==> src/rtl/tss_sp_pkg.sv <==
package tss_sp_pkg;
  localparam logic [3:0] TYPE_BUSY32 = 4'hB;
  localparam logic [3:0] TYPE_BUSY16 = 4'h3;

  typedef enum logic [1:0] {
    ST_IDLE   = 2'd0,
    ST_RD_PTR = 2'd1,
    ST_RD_SEL = 2'd2
  } seq_state_e;
endpackage

==> src/rtl/tss_sp_decode.sv <==
module tss_sp_decode
  import tss_sp_pkg::*;
#(
  parameter int ADDR_W = 32
) (
  input  logic              is_bl,
  input  logic [1:0]        lvl,
  input  logic [3:0]        tss_type,
  input  logic [ADDR_W-1:0] base,
  input  logic [ADDR_W-1:0] limit,
  output logic              illegal,
  output logic              lim_fail,
  output logic              first_dw,
  output logic [ADDR_W-1:0] addr_a,
  output logic [ADDR_W-1:0] addr_b
);
  logic              is32;
  logic              is16;
  logic [ADDR_W-1:0] lvl_w;
  logic [ADDR_W-1:0] off;
  logic [ADDR_W-1:0] last;
  logic [ADDR_W-1:0] step;

  always_comb begin
    is32  = (tss_type == TYPE_BUSY32);
    is16  = (tss_type == TYPE_BUSY16);
    lvl_w = ADDR_W'(lvl);
    // stack pair location and last byte touched, per format
    if (is32) begin
      off  = (lvl_w << 3) + ADDR_W'(4);
      last = off + ADDR_W'(7);
      step = ADDR_W'(4);
    end else begin
      off  = (lvl_w << 2) + ADDR_W'(2);
      last = off + ADDR_W'(3);
      step = ADDR_W'(2);
    end
    illegal = !(is32 || is16) || (!is_bl && (lvl == 2'd3));
    if (is_bl) begin
      lim_fail = is32 ? (limit < ADDR_W'(4)) : (limit < ADDR_W'(2));
      addr_a   = base;
      addr_b   = base;
      first_dw = 1'b0;
    end else begin
      lim_fail = (last > limit);
      addr_a   = base + off;
      addr_b   = base + off + step;
      first_dw = is32;
    end
  end
endmodule

==> src/rtl/tss_sp_seq.sv <==
module tss_sp_seq
  import tss_sp_pkg::*;
#(
  parameter int ADDR_W = 32,
  parameter int SEL_W  = 16
) (
  input  logic              clk,
  input  logic              rst_n,
  input  logic              req_valid,
  input  logic              req_bl,
  input  logic              illegal,
  input  logic              lim_fail,
  input  logic              first_dw,
  input  logic [ADDR_W-1:0] addr_a,
  input  logic [ADDR_W-1:0] addr_b,
  input  logic [SEL_W-1:0]  tr_sel,
  input  logic              mem_ack,
  output logic              mem_req,
  output logic [ADDR_W-1:0] mem_addr,
  output logic              mem_dword,
  output logic              cap_ptr,
  output logic              cap_sel,
  output logic              done,
  output logic              fault,
  output logic [SEL_W-1:0]  fault_code,
  output logic              int_err
);
  seq_state_e        state_q, state_d;
  logic [ADDR_W-1:0] addr_q, addr_d;
  logic [ADDR_W-1:0] addr2_q, addr2_d;
  logic              dw_q, dw_d;
  logic              bl_q, bl_d;
  logic              done_q, done_d;
  logic              fault_q, fault_d;
  logic              ierr_q, ierr_d;
  logic [SEL_W-1:0]  code_q, code_d;

  always_comb begin
    state_d = state_q;
    addr_d  = addr_q;
    addr2_d = addr2_q;
    dw_d    = dw_q;
    bl_d    = bl_q;
    done_d  = 1'b0;
    fault_d = 1'b0;
    ierr_d  = 1'b0;
    code_d  = code_q;
    case (state_q)
      ST_IDLE: begin
        if (req_valid) begin
          if (illegal) begin
            ierr_d = 1'b1;
          end else if (lim_fail) begin
            fault_d = 1'b1;
            code_d  = tr_sel & ~SEL_W'(3);
          end else begin
            state_d = ST_RD_PTR;
            addr_d  = addr_a;
            addr2_d = addr_b;
            dw_d    = first_dw;
            bl_d    = req_bl;
          end
        end
      end
      ST_RD_PTR: begin
        if (mem_ack) begin
          if (bl_q) begin
            done_d  = 1'b1;
            state_d = ST_IDLE;
          end else begin
            state_d = ST_RD_SEL;
            addr_d  = addr2_q;
            dw_d    = 1'b0;
          end
        end
      end
      ST_RD_SEL: begin
        if (mem_ack) begin
          done_d  = 1'b1;
          state_d = ST_IDLE;
        end
      end
      default: state_d = ST_IDLE;
    endcase
  end

  always_ff @(posedge clk or negedge rst_n) begin
    if (!rst_n) begin
      state_q <= ST_IDLE;
      addr_q  <= '0;
      addr2_q <= '0;
      dw_q    <= 1'b0;
      bl_q    <= 1'b0;
      done_q  <= 1'b0;
      fault_q <= 1'b0;
      ierr_q  <= 1'b0;
      code_q  <= '0;
    end else begin
      state_q <= state_d;
      addr_q  <= addr_d;
      addr2_q <= addr2_d;
      dw_q    <= dw_d;
      bl_q    <= bl_d;
      done_q  <= done_d;
      fault_q <= fault_d;
      ierr_q  <= ierr_d;
      if (fault_d) begin
        code_q <= code_d;
      end
    end
  end

  assign mem_req    = (state_q != ST_IDLE);
  assign mem_addr   = addr_q;
  assign mem_dword  = dw_q;
  assign cap_ptr    = (state_q == ST_RD_PTR) && mem_ack && !bl_q;
  assign cap_sel    = ((state_q == ST_RD_PTR) && mem_ack && bl_q) ||
                      ((state_q == ST_RD_SEL) && mem_ack);
  assign done       = done_q;
  assign fault      = fault_q;
  assign fault_code = code_q;
  assign int_err    = ierr_q;

  AST_REQ_HELD: assert property (@(posedge clk) disable iff (!rst_n)
    (mem_req && !mem_ack) |=> (mem_req && $stable(mem_addr) && $stable(mem_dword)));
  AST_DONE_AFTER_ACK: assert property (@(posedge clk) disable iff (!rst_n)
    done |-> $past(mem_ack));
  AST_FAULT_NO_READ: assert property (@(posedge clk) disable iff (!rst_n)
    fault |-> ($past(req_valid) && !mem_req));
  AST_INTERR_NO_READ: assert property (@(posedge clk) disable iff (!rst_n)
    int_err |-> ($past(req_valid) && !mem_req));
endmodule

==> src/rtl/tss_sp_result.sv <==
module tss_sp_result #(
  parameter int DATA_W = 32,
  parameter int SEL_W  = 16
) (
  input  logic              clk,
  input  logic              rst_n,
  input  logic              cap_ptr,
  input  logic              cap_sel,
  input  logic              dword,
  input  logic [DATA_W-1:0] rdata,
  output logic [DATA_W-1:0] ptr,
  output logic [SEL_W-1:0]  sel
);
  localparam int PAD_W = DATA_W - SEL_W;

  logic [DATA_W-1:0] ptr_q, ptr_d;
  logic [SEL_W-1:0]  sel_q, sel_d;

  always_comb begin
    ptr_d = dword ? rdata : {{PAD_W{1'b0}}, rdata[SEL_W-1:0]};
    sel_d = rdata[SEL_W-1:0];
  end

  always_ff @(posedge clk or negedge rst_n) begin
    if (!rst_n) begin
      ptr_q <= '0;
      sel_q <= '0;
    end else begin
      if (cap_ptr) ptr_q <= ptr_d;
      if (cap_sel) sel_q <= sel_d;
    end
  end

  assign ptr = ptr_q;
  assign sel = sel_q;

  AST_PTR16_HIGH_ZERO: assert property (@(posedge clk) disable iff (!rst_n)
    (cap_ptr && !dword) |=> (ptr[DATA_W-1:SEL_W] == '0));
endmodule

==> src/rtl/tss_stack_fetch.sv <==
module tss_stack_fetch #(
  parameter int ADDR_W = 32,
  parameter int DATA_W = 32,
  parameter int SEL_W  = 16,
  parameter int SYNC_STAGES = 2
) (
  input  logic              clk,
  input  logic              rst_n,
  input  logic              req_valid,
  input  logic              req_backlink,
  input  logic [1:0]        req_level,
  input  logic [3:0]        tss_type,
  input  logic [ADDR_W-1:0] seg_base,
  input  logic [ADDR_W-1:0] seg_limit,
  input  logic [SEL_W-1:0]  tr_sel,
  output logic              mem_req,
  output logic [ADDR_W-1:0] mem_addr,
  output logic              mem_dword,
  input  logic              mem_ack,
  input  logic [DATA_W-1:0] mem_rdata,
  output logic              done,
  output logic [SEL_W-1:0]  stack_sel,
  output logic [DATA_W-1:0] stack_ptr,
  output logic              fault,
  output logic [SEL_W-1:0]  fault_code,
  output logic              int_err
);
  logic [SYNC_STAGES-1:0] rst_pipe;
  logic                   rst_n_s;

  // asynchronous assertion, synchronous release
  always_ff @(posedge clk or negedge rst_n) begin
    if (!rst_n) rst_pipe <= '0;
    else        rst_pipe <= {rst_pipe[SYNC_STAGES-2:0], 1'b1};
  end
  assign rst_n_s = rst_pipe[SYNC_STAGES-1];

  logic              illegal, lim_fail, first_dw;
  logic [ADDR_W-1:0] addr_a, addr_b;
  logic              cap_ptr, cap_sel;

  tss_sp_decode #(.ADDR_W(ADDR_W)) u_decode (
    .is_bl    (req_backlink),
    .lvl      (req_level),
    .tss_type (tss_type),
    .base     (seg_base),
    .limit    (seg_limit),
    .illegal  (illegal),
    .lim_fail (lim_fail),
    .first_dw (first_dw),
    .addr_a   (addr_a),
    .addr_b   (addr_b)
  );

  tss_sp_seq #(.ADDR_W(ADDR_W), .SEL_W(SEL_W)) u_seq (
    .clk        (clk),
    .rst_n      (rst_n_s),
    .req_valid  (req_valid),
    .req_bl     (req_backlink),
    .illegal    (illegal),
    .lim_fail   (lim_fail),
    .first_dw   (first_dw),
    .addr_a     (addr_a),
    .addr_b     (addr_b),
    .tr_sel     (tr_sel),
    .mem_ack    (mem_ack),
    .mem_req    (mem_req),
    .mem_addr   (mem_addr),
    .mem_dword  (mem_dword),
    .cap_ptr    (cap_ptr),
    .cap_sel    (cap_sel),
    .done       (done),
    .fault      (fault),
    .fault_code (fault_code),
    .int_err    (int_err)
  );

  tss_sp_result #(.DATA_W(DATA_W), .SEL_W(SEL_W)) u_result (
    .clk     (clk),
    .rst_n   (rst_n_s),
    .cap_ptr (cap_ptr),
    .cap_sel (cap_sel),
    .dword   (mem_dword),
    .rdata   (mem_rdata),
    .ptr     (stack_ptr),
    .sel     (stack_sel)
  );
endmodule

==> config.mk <==
export PLATFORM = sky130hd
export DESIGN_NAME = tss_stack_fetch
export DESIGN_NICKNAME = d
export VERILOG_FILES = /design/src/rtl/tss_sp_pkg.sv /design/src/rtl/tss_sp_decode.sv /design/src/rtl/tss_sp_seq.sv /design/src/rtl/tss_sp_result.sv /design/src/rtl/tss_stack_fetch.sv
export SDC_FILE = /design/constraint.sdc
export NUM_CORES = 1
export LEC_CHECK = 0
export ABC_AREA = 1
export BUFFER_PORTS_ARGS = -buffer_cell sky130_fd_sc_hd__buf_4
export CAP_MARGIN = 20
export CORE_MARGIN = 2
export CORE_UTILIZATION = 45
export DETAILED_ROUTE_END_ITERATION = 7
export PLACE_DENSITY = 0.7
export SYNTH_ARGS = -nofsm -noshare
export SYNTH_HDL_FRONTEND = slang
export SYNTH_SLANG_ARGS = --single-unit
==> constraint.sdc <==
create_clock -name clk -period 4.38 [get_ports clk]
set_input_delay 0.657 -clock clk [delete_from_list [all_inputs] [get_ports clk]]
set_output_delay 0.657 -clock clk [all_outputs]
set_load 0.01 [all_outputs]
# [Word level (Yosys, flattened, before mapping)]
# Index checks and enable logic that the tools add are counted.
[classes] add_sub_neg=6 mul=0 div_mod_pow=0 order_cmp=3 n_eq_ne=11 shifts=0 mux=39 bitwise_logic=2 reduce_logical=18
[op_table] cell="2-to-1 mux 32 bit" count=9
[op_table] cell="one-hot mux 32 bit (2 select lines)" count=1
[op_table] cell="adder 32 x 2 -> 32 bit (second input constant)" count=1
[op_table] cell="adder 32 x 3 -> 32 bit" count=1
[op_table] cell="adder 32 x 3 -> 32 bit (second input constant)" count=1
[op_table] cell="adder 32 bit" count=1
[op_table] cell="greater-than comparator 32 bit" count=1
[op_table] cell="less-than comparator 32 x 2 -> 1 bit (second input constant)" count=1
[op_table] cell="less-than comparator 32 x 3 -> 1 bit (second input constant)" count=1
[op_table] cell="2-to-1 mux 1 bit" count=18
[op_table] cell="2-to-1 mux 2 bit" count=6
[op_table] cell="!= test 2 bit (second input constant)" count=6
[op_table] cell="AND reduction 5 bit" count=2
[op_table] cell="adder 5 x 3 -> 6 bit (second input constant)" count=1
[op_table] cell="2-to-1 mux 6 bit" count=1
[op_table] cell="one-hot mux 2 bit (3 select lines)" count=1
[op_table] cell="AND reduction 6 bit" count=1
[op_table] cell="adder 4 x 2 -> 5 bit (second input constant)" count=1
[op_table] cell="logical AND 1 bit" count=5
[op_table] cell="== test 2 bit (second input constant)" count=2
[op_table] cell="== test 4 x 2 -> 1 bit (second input constant)" count=1
[op_table] cell="== test 4 bit (second input constant)" count=1
[op_table] cell="one-hot mux 1 bit (2 select lines)" count=2
[op_table] cell="AND reduction 4 bit" count=1
[op_table] cell="other kinds (7)" count=13
[word_totals] regBits=135 latch_bits=0 ramBits=0 mem_bits_ro=0 word_cells=91 n_memories=0

# [Depth between registers and ports, before layout]
[logic_depth] depth_word=10 mapped_depth=25 ltp_nobuf=25

# [By module]
# From an unflattened synthesis, not the netlist that was laid out.
[hier_totals] cells_unflattened=1339 area_unflattened_um2=9152.5
[by_module_without_submodules] mod="tss_sp_seq" n_inst=1 cells_each=497 area_per_inst_um2=4088.9 seq_area_each_um2=2127.0
[by_module_without_submodules] mod="tss_sp_decode" n_inst=1 cells_each=633 area_per_inst_um2=3094.2 seq_area_each_um2=0.0
[by_module_without_submodules] mod="tss_sp_result" n_inst=1 cells_each=206 area_per_inst_um2=1915.6 seq_area_each_um2=1201.2
[by_module_without_submodules] mod="tss_stack_fetch" n_inst=1 cells_each=3 area_per_inst_um2=53.8 seq_area_each_um2=50.0

# [Worst setup path before layout]
# OpenSTA, ideal clock, no wires.
[synth_path] path_type="input-to-reg" from="in tss_type[1]" to="reg u_seq.addr2_q[23]" setup_time_ns=0.123 t_arrival_ns=3.241 required_ns=4.257 slack_ns=1.016 cell_stages=21 cell_sequence="nand2_1 > nor2_1 > nand2_1 > inv_1 > nor2_1 > fa_1 > nand3b_1 > nand2_1 > inv_1 > ha_1 > inv_1 > nand2_1 > nand2_1 > nor2_2 > nand2_1 > nor2_4 > nand2_2 > nor2_4 > nand3_1 > o21ai_1 > o21ai_1"
[synth_via] elab_chain_cells=6 elab_cells_between_ends=17
[synth_rtl] item="from (decl)" line_no="tss_stack_fetch.sv:12" rtl="input logic [3:0] tss_type,"
[synth_rtl] item="branches (longest 6 deep; another with adder 32 bit)"
[synth_rtl] item="to (signal assigned)" line_no="tss_sp_seq.sv:101" rtl="addr2_q <= addr2_d;"
[synth_rtl] item="to (decl)" line_no="tss_sp_seq.sv:30" rtl="logic [ADDR_W-1:0] addr2_q, addr2_d;"
# Several ways; the timed one is not identified.
# A chain may end at the register's enable or synchronous reset.

# [Worst setup path in the final report]
[layout_path] from="in tss_type[2]" to="reg u_seq.addr2_q[23]"
# Same word-level chain as after synthesis.

==> results.toml <==
[run_status]
status = "finished, final reports clean"

[route]
drt_wl_total_mm = 25.3
drt_iter0_drc = 550
viasPerCell = 5.13
route.detailed.drc = 0
final_antenna_net_count = 0
drt-wirelength-per-cell_um = 15.0
dr.pass1.iters = 5
route.vias.total = 8662

[floorplanning]
ioPinCount = 224
num_rows = 50
die_area_mm2 = 0.0198
start_util = 0.455
die_x_um = 141
core_area_mm2 = 0.0185
die_h_um = 141

[logic_synthesis]
synthMuxAreaShare = 0
syn_inst = 1228
yosysWarnings = 0
synth-adder-area-share = 0.0247
synth_top_family_by_area = "simple AND/OR/NAND/NOR gates"
synth_cell_type_count = 44
synth_seq_cells = 135
synth-compound-area-share = 0.104
seq_area_frac_synth = 0.401
synth_area_per_cell_um2 = 6.86
netlist_area_mm2 = 0.00842
synth-simple-area-share = 0.390
synthXorXnorAreaFrac = 0.00416

[setup_path]
reg2reg_depth = 13
worstPathArrival_ns = 3.63
worst_path_most_repeated_cell = "nand2_1"
start_kind = "input pin"
critPathSlowestCell = "fa_1"
end_kind = "register"
critical_path_class = "in2reg"
worst-path-stages = 21
worstPathCellList = "buf_4 > nor2_1 > nand2_1 > inv_1 > nor2_1 > fa_1 > nand3b_1 > nand2_1 > inv_1 > ha_1 > inv_1 > nand2_1 > nand2_1 > nor2_2 > nand2_1 > nor2_4 > nand2_2 > nor2_4 > nand3_1 > o21ai_1 > o21ai_1"
regToRegStartpoint = "u_seq.state_q[1]"
crit_fanout = 7
worstSetupStartpoint = "tss_type[2]"
crit_family = "simple AND/OR/NAND/NOR gates"
path_buf_inv = 4
crit_required_ns = 4.68
cpPeakStageDelay_ns = 0.56

[placed_design]
place.gp.congestion = 0.924
dp_hpwl_mm = 19.6
portBuffers = 219
pre_cts_slack_ns = 0.618
placed_cell_area_mm2 = 0.0103

[global_route]
grt_start_max_net_pins = 83
antenna_found_initial = 0
grt_pass1_wl_mm = 40.5
overflow = 0
grt_use_total = 0.254
grt_pass1_vias = 7709

[layout]
fillerInstances = 1790
design_area_mm2 = 0.0110
layout-drive-gt1-share = 0.235
syn2layout_area_growth_pct = 30.3
final_cell_mix = "439 x nand2_1, 235 x buf_4, 134 x dfrtp_1"
antenna_cells = 0
layout_commonest_cell = "nand2_1"
layout.nets = 1582

[clock_network]
cts_buffer_depth = 2
cts_tree = "done"
cts.sinks = 135
cts_root_buf = "clkbuf_16"
clk_pin_slew_ns = 0.06
cts_max_level = 4
cts_made_buffers = 17
clk_latency_ns = 0.42

[hold_path]
hold_class = "reg2async"

[run]
drv_cap = 0

[sta]
final.min_clock_period_ns = 3.33
final_max_slew_viol_count = 0
tns_ns = 0
maxSlewHeadroom = 0.457
fin_crit_sh = 0.760
clock.fmax_mhz = 300
fin_worst_skew_ns = 0.0109
setup-violations-final = 0
hold_violations = 0
worstMarginPinSlew_ns = 0.814
rsz0062_at_grt = "no"
fin_ws_ns = 1.05

[power_and_ir_drop]
power_density_mw_per_mm2 = 505
p_total_mw = 5.54
leakage_nw = 5.72
ir_drop_uv = 242
[synth_stat cells, drive strengths merged]
master	count	area [µm²]
nand3b	4	30.0
nor4	3	18.8
or2	3	18.8
a211oi	5	37.5
conb	2	7.51
nor3b	2	15.0
nand3	97	523
a21oi	18	90.1
nand4	19	134
nand2	464	1810
clkbuf	30	113
dfrtp	135	3380
o21bai	1	7.51
o21ai	110	551
o311ai	1	8.76
o22ai	3	18.8
o22a	1	8.76
o211ai	3	22.5
fa	1	20.0
buf	13	66.3
xnor2	2	17.5
o21a	1	7.51
a31oi	14	87.6
ha	15	188
nor2	141	654
nor3	14	80.1
inv	117	439
a221oi	2	17.5
a41oi	2	17.5
clkinv	3	11.3
xor2	2	17.5
[cell families (layout without fill, tap and decap cells)]
| kind of cell | Yosys count | in the layout |
|---|---|---|
| xor+xnor | 4 | 4 |
| flops | 135 | 135 |
| compound gates | 161 | 161 |
| other cells | 2 | 3 |
| fa+ha+maj | 16 | 16 |
| buf+inv | 163 | 390 |
| simple gates | 747 | 747 |
[sequential cells by signal, summed over array words and instances, names as in the netlist, 2 cells and up]
name,flops
u_result.ptr,32
u_seq.fault_code,14
u_seq.state_q,2
u_seq.mem_addr,32
u_result.sel,16
u_seq.addr2_q,32
rst_pipe,2
[per-layer routing]
layer / vias to the layer above / share of wire / GRT usage
li1: 4374 / - / -
met5: - / 0 / 0
met1: 3944 / 0.46 / 0.364
met3: 19 / 0.071 / 0.0462
met2: 325 / 0.46 / 0.406
met4: 0 / 0.012 / 0.0568
[worst register-to-register path, stage by stage (launching register included)]
cell and delay, ns:
dfrtp_1 0.38, inv_1 0.07, ha_1 0.18, buf_4 0.27, inv_1 0.66, o22ai_1 0.19, a211oi_1 0.18, o21ai_0 0.11
inv_1 0.07, nand2_1 0.17, clkinv_1 0.09, buf_4 0.28, o21ai_0 0.13, o21ai_0 0.18
[per-stage QoR]
stage                     cells  hold WS, ns  utilization
final                      1690        0.178        0.593
after global routing       1690        0.187        0.593
after CTS                  1688        0.350        0.590
after detailed placement   1655        0.336        0.557
after global placement     1655        0.338        0.557
after floorplan            1229        0.331            -
[path summary, 6_finish.rpt]
kind	end	slack, ns
setup / recovery	u_seq.addr2_q[23]	1.05
max in group asynchronous	u_result.ptr[12]	3.16
hold reg to reg	u_result.ptr[27]	0.18
hold / removal	u_result.ptr[27]	0.18
min in group clk	rst_pipe[1]	0.35
setup reg to reg	u_seq.mem_addr[23]	1.34
[power breakdown]
part	total (mW)	switching [mW]	leakage, nW	internal, mW
Combinational	2.08	1.20	3.71	0.879
Sequential	1.98	0.266	1.71	1.71
Clock	1.48	0.590	0.299	0.889
[cell type report]
class | count | area (µm²) | share of cell area
inverter | 120 | 450 | 0.0410
sequential | 135 | 3380 | 0.308
multi-input combinational | 931 | 4420 | 0.403
clock inverter | 13 | 160 | 0.0146
tap | 234 | 293 | 0.0267
timing repair buffer | 238 | 1820 | 0.166
clock buffer | 19 | 453 | 0.0413
[repair_timing]
action,in CTS,in global routing
gates resized for setup,0,0
setup buffers,0,0
endpoints found under the hold margin,2,0
hold buffers,1,0
Power figures use the tool's default switching activity.
